File: src/rtl/imm_pkg.sv
package imm_pkg;

    localparam int INSN_W     = 16;
    localparam int OPC_W      = 4;
    localparam int SHORT_W    = 4;
    localparam int PREFIX_W   = INSN_W - SHORT_W;
    localparam int CALL_SHIFT = 4;

    typedef enum logic [OPC_W-1:0] {
        OP_ADD  = 4'h0, OP_SUB  = 4'h1, OP_ADDI = 4'h2, OP_RR   = 4'h3,
        OP_RI   = 4'h4, OP_LW   = 4'h5, OP_LB   = 4'h6, OP_RSV7 = 4'h7,
        OP_SW   = 4'h8, OP_SB   = 4'h9, OP_JAL  = 4'hA, OP_BR   = 4'hB,
        OP_CALL = 4'hC, OP_PFX  = 4'hD, OP_RSVE = 4'hE, OP_RSVF = 4'hF
    } opcode_e;

    typedef enum logic [1:0] {
        EXT_NONE = 2'd0,
        EXT_SIGN = 2'd1,
        EXT_ZERO = 2'd2
    } ext_e;

    typedef struct packed {
        ext_e ext;
        logic is_prefix;
        logic is_call;
    } dec_s;

    function automatic dec_s classify(input opcode_e opc);
        dec_s d;
        d.ext       = EXT_NONE;
        d.is_prefix = 1'b0;
        d.is_call   = 1'b0;
        case (opc)
            OP_ADDI, OP_LW, OP_LB, OP_SW, OP_SB, OP_JAL: d.ext = EXT_SIGN;
            OP_RI:   d.ext       = EXT_ZERO;
            OP_PFX:  d.is_prefix = 1'b1;
            OP_CALL: d.is_call   = 1'b1;
            default: d.ext       = EXT_NONE;
        endcase
        return d;
    endfunction

endpackage

File: src/rtl/imm_decode.sv
module imm_decode
    import imm_pkg::*;
#(
    parameter int IW = INSN_W,
    parameter int OW = OPC_W,
    parameter int SW = SHORT_W
) (
    input  logic [IW-1:0]    ir,
    output dec_s             dec,
    output logic [IW-OW-1:0] long_field,
    output logic [SW-1:0]    short_field
);
    always_comb begin
        dec         = classify(opcode_e'(ir[IW-1 -: OW]));
        long_field  = ir[IW-OW-1:0];
        short_field = ir[SW-1:0];
    end
endmodule

File: src/rtl/imm_prefix_state.sv
module imm_prefix_state #(
    parameter int PW = imm_pkg::PREFIX_W
) (
    input  logic          clk,
    input  logic          rst,
    input  logic          advance,
    input  logic          is_prefix,
    input  logic [PW-1:0] field_in,
    output logic          pending,
    output logic [PW-1:0] field_q
);
    always_ff @(posedge clk) begin
        if (rst) begin
            pending <= 1'b0;
            field_q <= '0;
        end else if (advance) begin
            pending <= is_prefix;
            if (is_prefix) begin
                field_q <= field_in;
            end
        end
    end
endmodule

File: src/rtl/imm_assemble.sv
module imm_assemble
    import imm_pkg::*;
#(
    parameter int DW = INSN_W,
    parameter int SW = SHORT_W
) (
    input  ext_e             ext,
    input  logic             pending,
    input  logic [DW-SW-1:0] upper,
    input  logic [SW-1:0]    short_field,
    output logic [DW-1:0]    imm
);
    localparam int UW = DW - SW;

    always_comb begin
        case (ext)
            EXT_SIGN: imm = pending ? {upper, short_field}
                                    : {{UW{short_field[SW-1]}}, short_field};
            EXT_ZERO: imm = pending ? {upper, short_field}
                                    : {{UW{1'b0}}, short_field};
            default:  imm = '0;
        endcase
    end
endmodule

File: src/rtl/imm_prefix_gen.sv
module imm_prefix_gen
    import imm_pkg::*;
#(
    parameter int IW  = INSN_W,
    parameter int SW  = SHORT_W,
    parameter int CSH = CALL_SHIFT
) (
    input  logic          clk,
    input  logic          rst,
    input  logic          dec_valid,
    input  logic          annul,
    input  logic [IW-1:0] ir,
    output logic [IW-1:0] imm_out,
    output logic          prefix_pending,
    output logic          int_inhibit,
    output logic [IW-1:0] call_target
);
    localparam int FW = IW - OPC_W;
    localparam int PW = IW - SW;

    dec_s          dec;
    logic [FW-1:0] long_field;
    logic [SW-1:0] short_field;
    logic [PW-1:0] stored;
    logic          advance;

    imm_decode #(.IW(IW), .OW(OPC_W), .SW(SW)) u_dec (
        .ir          (ir),
        .dec         (dec),
        .long_field  (long_field),
        .short_field (short_field)
    );

    assign advance = dec_valid && !annul;

    imm_prefix_state #(.PW(PW)) u_state (
        .clk       (clk),
        .rst       (rst),
        .advance   (advance),
        .is_prefix (dec.is_prefix),
        .field_in  (long_field[PW-1:0]),
        .pending   (prefix_pending),
        .field_q   (stored)
    );

    imm_assemble #(.DW(IW), .SW(SW)) u_asm (
        .ext         (dec.ext),
        .pending     (prefix_pending),
        .upper       (stored),
        .short_field (short_field),
        .imm         (imm_out)
    );

    assign int_inhibit = prefix_pending || (advance && dec.is_prefix);

    generate
        if (FW + CSH >= IW) begin : g_call_trunc
            assign call_target = {long_field[IW-CSH-1:0], {CSH{1'b0}}};
        end else begin : g_call_pad
            assign call_target = {{(IW-FW-CSH){1'b0}}, long_field, {CSH{1'b0}}};
        end
    endgenerate
endmodule

File: config.mk
export PLATFORM = sky130hd
export DESIGN_NAME = imm_prefix_gen
export DESIGN_NICKNAME = d
export VERILOG_FILES = /design/src/rtl/imm_pkg.sv /design/src/rtl/imm_decode.sv /design/src/rtl/imm_prefix_state.sv /design/src/rtl/imm_assemble.sv /design/src/rtl/imm_prefix_gen.sv
export SDC_FILE = /design/constraint.sdc
export NUM_CORES = 1
export LEC_CHECK = 0
export BUFFER_PORTS_ARGS = -buffer_cell sky130_fd_sc_hd__buf_4
export CAP_MARGIN = 20
export CORE_ASPECT_RATIO = 2
export CORE_MARGIN = 5
export CORE_UTILIZATION = 30
export CTS_CLUSTER_SIZE = 12
export DETAILED_ROUTE_END_ITERATION = 10
export PLACE_DENSITY = 0.67
export SYNTH_ARGS = -nofsm -noshare
export SYNTH_HDL_FRONTEND = slang
export SYNTH_SLANG_ARGS = --single-unit
File: constraint.sdc
create_clock -name clk -period 1.9 [get_ports clk]
set_input_delay 0.19 -clock clk [delete_from_list [all_inputs] [get_ports clk]]
set_output_delay 0.19 -clock clk [all_outputs]
set_load 0.005 [all_outputs]
**Word level (Yosys, flattened, before mapping)**

Cells that the tools add are included.
W data, S select, Z words.

- Bits in registers: 13
- Logic and storage cells: 23

- Equality and inequality tests: 10
- Multiplexer cells: 5
- Reduce and logical (&&, ||, !) cells: 6

Operators with widths:

| cell | number |
|---|---|
| $mux W16 | 2 |
| $pmux W16 S2 | 1 |
| $eq A4 B4 Y1 const B | 4 |
| $eq A4 B3 Y1 const B | 3 |
| $reduce_or A6 Y1 | 1 |
| $eq A4 B2 Y1 const B | 1 |
| $pmux W2 S2 | 1 |
| $eq A2 B1 Y1 const B | 1 |
| $eq A2 B2 Y1 const B | 1 |
| $logic_and A1 B1 Y1 | 2 |
| $reduce_and A2 Y1 | 1 |
| $logic_not A1 Y1 | 1 |
| $logic_or A1 B1 Y1 | 1 |
| $mux W1 | 1 |

**Logic depth before layout (Yosys ltp)**

Gate-level depths: netlist (run 1).

- Depth after elaboration: 5
- Gate-level depth with buffers: 8

**Modules after synthesis**

Synthesis (run 1) repeated with hierarchy kept, for this count alone.

- Cells, all modules: 141
- Area total of the unflattened synthesis: 1194.9 um2

By module, submodules not included:

| module | times used | cells an instance | area an instance (um2) | seq. area each (um2) |
|---|---|---|---|---|
| imm_prefix_state | 1 | 58 | 599.3 | 260.2 |
| imm_assemble | 1 | 53 | 376.6 | 0.0 |
| imm_decode | 1 | 23 | 163.9 | 0.0 |
| imm_prefix_gen | 1 | 7 | 55.1 | 0.0 |

**Least setup slack after synthesis (run 1)**

No wires, ideal clock.

- Path kind: input to output
- From: input ir[13]
- To: output imm_out[12]
- Data arrival time: 1.584 ns
- Path slack: 0.126 ns
- Stages on the path: 6
- Cell sequence: o21bai_1 > a221o_1 > ha_1 > or2_2 > clkbuf_1 > a21oi_1

- Cells in the longest elaborated chain, start to end: 5
- Elaborated cells between the ends (all ways): 12
- Those cells by class: 9 x eq/ne; 2 x mux; 1 x reduce/logical

Ends and longest elaborated chain:

| item | RTL line | RTL |
|---|---|---|
| from (decl) | imm_prefix_gen.sv:12 | `input logic [IW-1:0] ir,` |
| $eq A4 B2 Y1 (tied with other cells) | imm_pkg.sv:33 | `case (opc)` |
| $reduce_or A6 Y1 | imm_pkg.sv:33 |  |
| $pmux W2 S2 * | imm_pkg.sv:33 |  |
| $eq A2 B2 Y1 or $eq A2 B1 Y1 (tied branches) | imm_assemble.sv:16 | `case (ext)` |
| $pmux W16 S2 * | imm_assemble.sv:16 |  |
| to (decl) | imm_prefix_gen.sv:13 | `output logic [IW-1:0] imm_out,` |

Mark *: on every way between the ends. The rest lies on a longest branch, timed or not.

**Worst setup path in the final report (run 1)**

- From: input ir[13]
- To: output imm_out[15]

The elaborated chain is that of the path after synthesis.

==> results.sh, run 1 <==
export IMPL_cpPeakStageDelay_ns=0.32
export IMPL_synthArstFlopShare_pct=0
export IMPL_multi_input_area_um2=576
export IMPL_synth_seq_cells=13
export IMPL_crit_chain="buf_4 > o21bai_1 > a221o_1 > ha_1 > or2_4 > a21oi_1 > buf_4"
export IMPL_postRouteAntennaNets=0
export IMPL_finalSetupViolations=0
export IMPL_drt_wl_total_um=2370
export IMPL_dpl_instance_area_um2=1250
export IMPL_cts_tree="yes"
export IMPL_cts_buffers=3
export IMPL_drt_iter0_drc=17
export IMPL_clock_skew_final_ns=0
export IMPL_fin_crit_ns=1.85
export IMPL_synth_warnings=0
export IMPL_drcViolationCount=0
export IMPL_yosysMostFrequentCell="nand2b_1"
export IMPL_power_total_mw=0.691
export IMPL_diodes=0
export IMPL_wl_per_cell_um=12.7
export IMPL_seq_area_um2=260
export IMPL_drive_above_1_share_pct=42.3
export IMPL_synth_ff_type="dfxtp_1"
export IMPL_yosysSeqAreaShare_pct=26.9
export IMPL_yosysUniqueCellTypes=23
export IMPL_cp_required_ns=1.71
export IMPL_ctsHoldBuffers=0
export IMPL_synth_top_cells_by_area="dfxtp_1 (27%), nand2b_1 (16%), mux2i_1 (12%)"
export IMPL_gp_congestion=0.791
export IMPL_track_usage_pct=10.2
export IMPL_vdd_drop_max_mv=0.302
export IMPL_grt_start_max_net_pins=26
export IMPL_cts_max_path_buffers=2
export IMPL_nets=179
export IMPL_stdcell_area_um2=1320
export IMPL_area_growth_pct=36.2
export IMPL_drv_slew=0
export IMPL_cap_violations=0
export IMPL_clk_latency_ns=0.23
export IMPL_dp_cells=183
export IMPL_netlist_top_cells_count="nand2b_1 (25), buf_4 (16), dfxtp_1 (13), nand2_1 (13)"
export IMPL_m1WireLength_um=917
export IMPL_fillers=338
export IMPL_outcome="completed"
export IMPL_tns_ns=0
export IMPL_top_layer="met4"
export IMPL_grt_pass1_vias=871
export IMPL_initial_core_util_pct=30.6
export IMPL_die_y_um=90.3
export IMPL_clkSlewWorstSetupHoldPaths_ns=0.05
export IMPL_hpwl_um=1920
export IMPL_wl_met2_um=1270
export IMPL_leakagePower_nw=0.571
export IMPL_synth_top_area_share_pct=26.9
export IMPL_h_tree_depth=1
export IMPL_viasPerCell=4.59
export IMPL_dr_total_vias=859
export IMPL_wl_met3_um=140
export IMPL_worstSetupStartpointType="primary input"
export IMPL_worst_path_max_delay_cell="a221o_1"
export IMPL_crit_fanout=7
export IMPL_die_x_um=50.2
export IMPL_min_path_type="in2reg"
export IMPL_grt_ovfl_total=0
export IMPL_cts_sinks=13
export IMPL_hold_viol_final=0
export IMPL_root_buffer="clkbuf_8"
export IMPL_fin_cells=187
export IMPL_synth_enable_flop_cells=0
export IMPL_crit_arrival_ns=1.66
export IMPL_netlist_area_um2=967
export IMPL_core_um2=3160
export IMPL_drtPass1Iterations=2
export IMPL_die_area_um2=4530
export IMPL_max_freq_mhz=540
export IMPL_hold_ws_ns=0.224
export IMPL_ioPinCount=54
export IMPL_endpoint_kind="primary output"
export IMPL_antenna_found_initial=0
export IMPL_yosysTopAreaCell="dfxtp_1"
export IMPL_grt_pass1_wl_um=3800
export IMPL_row_count=29
export IMPL_synth_cells=119
export IMPL_port_buffers=49
export IMPL_syn_avg_cell_area_um2=8.13
export IMPL_path_class="in2out"
export IMPL_path_common_cell="buf_4"
export IMPL_period_share_pct=97.5
export IMPL_power_density_nw_per_um2=524
[logic make-up after synthesis]
family	count (synthesis)	share of synthesized area, %
and+or+nand+nor	51	30.5
buffers and inverters	24	17.3
AOI/OAI and AO/OA	16	9.83
DFF	13	26.9
muxes	12	12.4
adders and majority gates	2	2.59
other	1	0.388
[per-layer routing]
layer	track usage, %	vias up
met5	0	-
met4	5.91	0
met3	1.82	2
met2	17.4	29
met1	11.3	389
li1	-	439
[state kept, by name (all words and copies together) (netlist names)]
name             cells
u_state.field_q     12
u_state.pending      1
[final cells by class]
class,instances,share of cell area (%)
flip-flops and latches,13,19.8
multi-input cells,85,43.7
well taps,31,2.94
repair buffers,52,29.6
inverters,2,0.570
clock buffers,4,3.42
[cells in the final DEF, fill, tap and decap left out, types with 2 or more instances in the layout]
master | synthesis | final
and2_1 | 5 | 5
nand2b_1 | 25 | 25
buf_4 | 16 | 52
nand2_1 | 13 | 13
dfxtp_1 | 13 | 13
clkbuf_8 | 0 | 3
mux2i_1 | 12 | 12
inv_1 | 2 | 2
conb_1 | 1 | 4
a21oi_1 | 12 | 11
nor2_4 | 1 | 2
[path summary, 6_finish.rpt]
path	endpoint	slack (ns)	start	depth (start not counted)
worst max register to register	u_state.pending	0.99	u_state.pending	2
worst min-delay path	u_state.field_q[7]	0.22	ir[7]	3
worst max-delay path	imm_out[15]	0.05	ir[13]	7
worst min register to register	u_state.field_q[2]	0.47	u_state.field_q[2]	2
[power by group]
| group | switching, mW | internal (mW) |
|---|---|---|
| Sequential | 0.00163 | 0.275 |
| Combinational | 0.0745 | 0.0986 |
| Clock | 0.0934 | 0.148 |
| Total | 0.170 | 0.521 |
[timing repair]
item,4_1_cts,5_1_grt
pin swaps,0,0
buffers inserted,0,0
endpoints found under the setup margin,11,12
resized for setup,2,6
cloned,0,0
[metrics by stage]
stage	util (%)	setup WS (ns)
finish	41.7	0.0484
global route	41.7	-0.00313
CTS	41.1	0.0377
detailed placement	39.5	-0.0287
global placement	39.5	-0.0249
floorplan	-	0.126
[worst max-delay path, delay by kind of cell]
kind	cells	cell delay [ns]
adder cells (fa/ha/maj)	1	0.32
buffers and inverters	2	0.25
AND/OR/NAND/NOR	1	0.30
AO/OA/AOI/OAI	3	0.60
Power figures use the tool's default switching activity.
==> run 2: changes to the inputs <==
- clock period: 1.9 -> 2 ns (I/O delays scaled with it)
==> run 2 against run 1 <==
Core utilization fell by 0.67 points; final cell count did not move; power fell by 5.6%.
==> results.sh, run 2 (same netlist as run 1, synthesis figures left out) <==
export IMPL_initial_core_util_pct=30.6
export IMPL_p_int_mw=0.492
export IMPL_grt_ovfl_total=0
export IMPL_endpoint_kind="primary output"
export IMPL_gp_congestion=0.782
export IMPL_path_class="in2out"
export IMPL_drt_wl_total_um=2380
export IMPL_min_path_cells=3
export IMPL_cts_sinks=13
export IMPL_outcome="completed"
export IMPL_drive_above_1_share_pct=39.1
export IMPL_fin_ws_ns=0.0421
export IMPL_timing_rr_end="u_state.pending"
export IMPL_min_path_type="in2reg"
export IMPL_cts_max_path_buffers=2
export IMPL_cts_tree="yes"
export IMPL_p_sw_share_pct=24.6
export IMPL_fin_crit_ns=1.96
export IMPL_drv_slew=0
export IMPL_clock_skew_final_ns=0
export IMPL_hp_start="ir[8]"
export IMPL_ioPinCount=54
export IMPL_row_count=29
export IMPL_viasPerCell=4.59
export IMPL_cts_buffers=3
export IMPL_grt_pass1_vias=908
export IMPL_power_density_nw_per_um2=503
export IMPL_place_ws_ns=-0.00986
export IMPL_clkSlewWorstSetupHoldPaths_ns=0.05
export IMPL_h_tree_depth=1
export IMPL_area_growth_pct=34.0
export IMPL_antenna_found_initial=0
export IMPL_worstSetupStartpointType="primary input"
export IMPL_drtPass1Iterations=4
export IMPL_tns_ns=0
export IMPL_dr_total_vias=859
export IMPL_reg2reg_from="u_state.pending"
export IMPL_top_regs="u_state.field_q (12), u_state.pending (1)"
export IMPL_grt_start_max_net_pins=26
export IMPL_core_um2=3160
export IMPL_crit_fanout=7
export IMPL_clk_latency_ns=0.24
export IMPL_max_freq_mhz=511
export IMPL_port_buffers=49
export IMPL_multi_input_area_um2=554
export IMPL_vdd_drop_max_mv=0.420
export IMPL_crit_arrival_ns=1.76
export IMPL_die_y_um=90.3
export IMPL_die_area_um2=4530
export IMPL_grt_pass1_wl_um=3900
export IMPL_p_clk_share_pct=35.6
export IMPL_switching_power_mw=0.160
export IMPL_seq_area_um2=260
export IMPL_cp_required_ns=1.80
export IMPL_reg2reg_depth=2
export IMPL_diodes=0
export IMPL_startpoint="ir[13]"
export IMPL_hpwl_um=1960
export IMPL_hold_path_end="u_state.field_q[8]"
export IMPL_drt_iter0_drc=13
export IMPL_p_comb_share_pct=24.1
export IMPL_leakagePower_nw=0.568
export IMPL_mostFrequentLayoutCells="buf_4 (52), nand2b_1 (25), nand2_1 (13), dfxtp_1 (13), mux2i_1 (12)"
export IMPL_root_buffer="clkbuf_8"
export IMPL_final_common_cell="buf_4"
export IMPL_ctsHoldBuffers=0
export IMPL_drcViolationCount=0
export IMPL_rsz0062_at_grt="true"
export IMPL_reg2reg_slack_ns=1.10
export IMPL_regMostFlops="u_state.field_q"
export IMPL_wl_per_cell_um=12.7
export IMPL_nets=179
export IMPL_finalSetupViolations=0
export IMPL_track_usage_pct=10.5
export IMPL_hold_viol_final=0
export IMPL_postRouteAntennaNets=0
export IMPL_period_share_pct=97.9
export IMPL_fillers=331
export IMPL_power_frac_seq_pct=40.3
export IMPL_largest_register_ffs=12
export IMPL_cap_violations=0
export IMPL_die_x_um=50.2
==> run 2: cell type report <==
type / count / share of cell area [%]
clock buffers: 4 / 3.47
inverters: 2 / 0.579
multi-input cells: 85 / 42.8
flip-flops and latches: 13 / 20.1
well taps: 31 / 2.99
repair buffers: 52 / 30.1
==> run 2: layer usage <==
metal | vias up | wire length [µm] | GRT usage, %
met5 | - | 0 | 0
met4 | 0 | 55 | 5.91
met3 | 4 | 156 | 1.98
met2 | 31 | 1270 | 18.7
met1 | 385 | 899 | 10.9
li1 | 439 | - | -
==> run 2: how the worst max path moves through the flow <==
| stage | end | slack [ns] | depth (start not counted) |
|---|---|---|---|
| global route | imm_out[1] | -0.04 | 8 |
| finish | imm_out[15] | 0.04 | 7 |
| floorplan | imm_out[12] | 0.21 | 6 |
| CTS | imm_out[13] | 0.02 | 7 |
| global placement | imm_out[15] | 0.04 | 8 |
| detailed placement | imm_out[13] | -0.01 | 8 |
==> run 2: metrics by stage <==
| stage | cells | utilization (%) | total power, mW | area, µm² | hold WS (ns) |
|---|---|---|---|---|---|
| 2_1_floorplan | 122 | - | 0.354 | 978 | 0.355 |
| 3_3_place_gp | 182 | 39.3 | 0.420 | 1240 | 0.458 |
| 3_5_place_dp | 182 | 39.3 | 0.424 | 1240 | 0.469 |
| 4_1_cts | 187 | 40.9 | 0.660 | 1290 | 0.236 |
| 5_1_grt | 187 | 41.1 | 0.684 | 1300 | 0.255 |
| 6_report | 187 | 41.1 | 0.652 | 1300 | 0.235 |
==> run 2: repair_timing <==
action / CTS / global route
pin swaps: 1 / 0
setup buffers: 1 / 0
gates resized for setup: 0 / 1
endpoints found under the setup margin: 4 / 9
==> run 2: critical path, stage by stage <==
cell and delay, ns:
buf_4 0.12, o21bai_1 0.15, a221o_1 0.32, ha_1 0.31
or2_2 0.37, a21oi_1 0.16, buf_4 0.13
==> run 2: power groups by stage <==
stage | logic [mW] | clock network, mW | registers (mW)
after global routing | 0.172 | 0.249 | 0.263
after CTS | 0.159 | 0.238 | 0.263
after detailed placement | 0.156 | 0 | 0.268
final | 0.157 | 0.232 | 0.263
after global placement | 0.152 | 0 | 0.268
after floorplan | 0.0869 | 0 | 0.267
==> run 3: changes to the inputs <==
- ABC_AREA: default -> 1
- TNS_END_PERCENT: default -> 100
==> run 3 against run 2 <==
Sequential share of layout area increased by 0.078 points; first-iteration DRC count unchanged; wire length increased by 7.0%; via count increased by 18%; largest power group unchanged.
==> results.sh, run 3 <==
export IMPL_drcViolationCount=0
export IMPL_die_area_um2=4540
export IMPL_synth_warnings=0
export IMPL_synth_seq_cells=13
export IMPL_yosysTopAreaCell="dfxtp_1"
export IMPL_reg2reg_from="u_state.pending"
export IMPL_hold_viol_final=0
export IMPL_grt_pass1_wl_um=4200
export IMPL_yosysSeqAreaShare_pct=26.8
export IMPL_nets=211
export IMPL_drive_above_1_share_pct=34.6
export IMPL_drtPass1Iterations=4
export IMPL_reg2reg_depth=3
export IMPL_netlist_top_cells_count="nand2_1 (27), inv_1 (19), a21oi_1 (18), buf_4 (18), nor2_1 (17)"
export IMPL_hold_ws_ns=0.112
export IMPL_drt_iter0_drc=13
export IMPL_leakagePower_nw=0.673
export IMPL_cts_sinks=13
export IMPL_synthArstFlopShare_pct=0
export IMPL_reg2reg_slack_ns=1.14
export IMPL_crit_arrival_ns=1.75
export IMPL_cts_buffers=3
export IMPL_postRouteAntennaNets=0
export IMPL_final_common_cell="buf_4"
export IMPL_root_buffer="clkbuf_8"
export IMPL_synth_enable_flop_cells=0
export IMPL_power_total_mw=0.664
export IMPL_dr_total_vias=1011
export IMPL_cap_violations=0
export IMPL_ioPinCount=54
export IMPL_netlist_area_um2=970
export IMPL_max_freq_mhz=513
export IMPL_largest_register_ffs=12
export IMPL_top_regs="u_state.field_q (12), u_state.pending (1)"
export IMPL_period_share_pct=97.4
export IMPL_hpwl_um=2010
export IMPL_finalSetupViolations=0
export IMPL_core_um2=3160
export IMPL_die_x_um=50.2
export IMPL_min_path_type="in2reg"
export IMPL_yosysUniqueCellTypes=20
export IMPL_vdd_drop_max_mv=0.343
export IMPL_cpPeakStageDelay_ns=0.29
export IMPL_cp_top_family="buffers and inverters"
export IMPL_port_buffers=49
export IMPL_ctsHoldBuffers=0
export IMPL_die_y_um=90.4
export IMPL_synth_top_area_share_pct=26.8
export IMPL_track_usage_pct=11.1
export IMPL_path_common_cell="buf_4"
export IMPL_synth_ff_type="dfxtp_1"
export IMPL_worstPathBufferInverterCount=5
export IMPL_syn_avg_cell_area_um2=6.42
export IMPL_endpoint_kind="primary output"
export IMPL_hp_start="rst"
export IMPL_dp_cells=215
export IMPL_min_path_cells=2
export IMPL_grt_pass1_vias=968
export IMPL_cts_tree="yes"
export IMPL_synth_top_cells_by_area="dfxtp_1 (27%), buf_4 (14%), nand2_1 (10%)"
export IMPL_initial_core_util_pct=30.7
export IMPL_path_class="in2out"
export IMPL_fin_crit_ns=1.95
export IMPL_outcome="completed"
export IMPL_worst_path_max_delay_cell="ha_1"
export IMPL_utilization_pct=40.9
export IMPL_timing_rr_end="u_state.pending"
export IMPL_tns_ns=0
export IMPL_gp_congestion=0.730
export IMPL_h_tree_depth=1
export IMPL_clk_latency_ns=0.24
export IMPL_crit_chain="buf_4 > nand2_2 > o21ai_0 > a21oi_1 > inv_1 > ha_1 > inv_1 > o21ai_1 > buf_4 > o21ai_0 > buf_4"
export IMPL_diodes=0
export IMPL_regMostFlops="u_state.field_q"
export IMPL_clkSlewWorstSetupHoldPaths_ns=0.06
export IMPL_worstSetupStartpointType="primary input"
export IMPL_fin_cells=219
export IMPL_mostFrequentLayoutCells="buf_4 (53), nand2_1 (27), inv_1 (19)"
export IMPL_hold_path_end="u_state.pending"
export IMPL_drt_wl_total_um=2550
export IMPL_antenna_found_initial=0
export IMPL_viasPerCell=4.62
export IMPL_power_density_nw_per_um2=514
export IMPL_grt_ovfl_total=0
export IMPL_synth_cells=151
export IMPL_cts_max_path_buffers=2
export IMPL_row_count=29
export IMPL_crit_fanout=16
export IMPL_area_growth_pct=33.2
export IMPL_cp_required_ns=1.80
export IMPL_cts_resized_gates=0
export IMPL_wl_per_cell_um=11.6
export IMPL_clock_skew_final_ns=0
export IMPL_grt_start_max_net_pins=19
export IMPL_rsz0062_at_grt="true"
export IMPL_yosysMostFrequentCell="nand2_1"
export IMPL_post_cts_buffers=0
export IMPL_drv_slew=0
-- run 3: changes by cell type after synthesis, moves of 3 or more --
| cell | change |
|---|---|
| nand2b_1 | -25 |
| inv_1 | +17 |
| nor2_1 | +15 |
| nand2_1 | +14 |
| nand3_1 | +14 |
| mux2i_1 | -12 |
| o21ai_0 | +7 |
| a21oi_1 | +6 |
| and2_1 | -5 |
| clkbuf_1 | -4 |
| a21oi_2 | +3 |
-- run 3: kinds of logic (layout without fill, tap and decap cells) --
| family | Yosys count | in the layout | synth area share (%) |
|---|---|---|---|
| and+or+nand+nor | 63 | 63 | 28.5 |
| buffers and inverters | 43 | 77 | 25.5 |
| AOI/OAI and AO/OA | 29 | 29 | 16.1 |
| DFF | 13 | 13 | 26.8 |
| other | 1 | 4 | 0.387 |
| adders and majority gates | 2 | 2 | 2.58 |
-- run 3: worst max-delay path by stage --
stage            from  slack, ns  depth (start not counted)     endpoint
3_3_place_gp   ir[14]       0.08                         11   imm_out[9]
3_5_place_dp   ir[14]       0.04                         11   imm_out[9]
4_1_cts        ir[14]       0.04                         11   imm_out[9]
5_1_grt        ir[14]      -0.03                         11   imm_out[8]
2_1_floorplan  ir[14]       0.47                          9  imm_out[12]
6_report       ir[14]       0.05                         11   imm_out[8]
-- run 3: cell type report --
| type | count | area, µm² |
|---|---|---|
| flip-flops and latches | 13 | 260 |
| multi-input cells | 98 | 473 |
| fillers | 337 | 1870 |
| clock inverters | 1 | 5.00 |
| inverters | 20 | 75.1 |
| repair buffers | 53 | 398 |
| well taps | 31 | 38.8 |
| clock buffers | 3 | 41.3 |
-- run 3: stage by stage --
| step | setup WS [ns] | area, µm² |
|---|---|---|
| 2_1_floorplan | 0.468 | 981 |
| 3_3_place_gp | 0.0820 | 1240 |
| 3_5_place_dp | 0.0406 | 1240 |
| 4_1_cts | 0.0412 | 1290 |
| 5_1_grt | -0.0321 | 1290 |
| 6_report | 0.0522 | 1290 |
-- run 3: routing by layer --
layer	routed length, µm	global-route usage, %	up-vias
met5	0	0	-
met4	28	3.28	0
met3	166	1.82	4
met2	1440	20.7	30
met1	915	12.0	451
li1	-	-	526
-- run 3: power breakdown --
part | switching [mW] | internal (mW) | total (mW)
sequential | 0.00172 | 0.262 | 0.264
clock | 0.0981 | 0.138 | 0.236
combinational | 0.0836 | 0.0810 | 0.165
total | 0.183 | 0.481 | 0.664
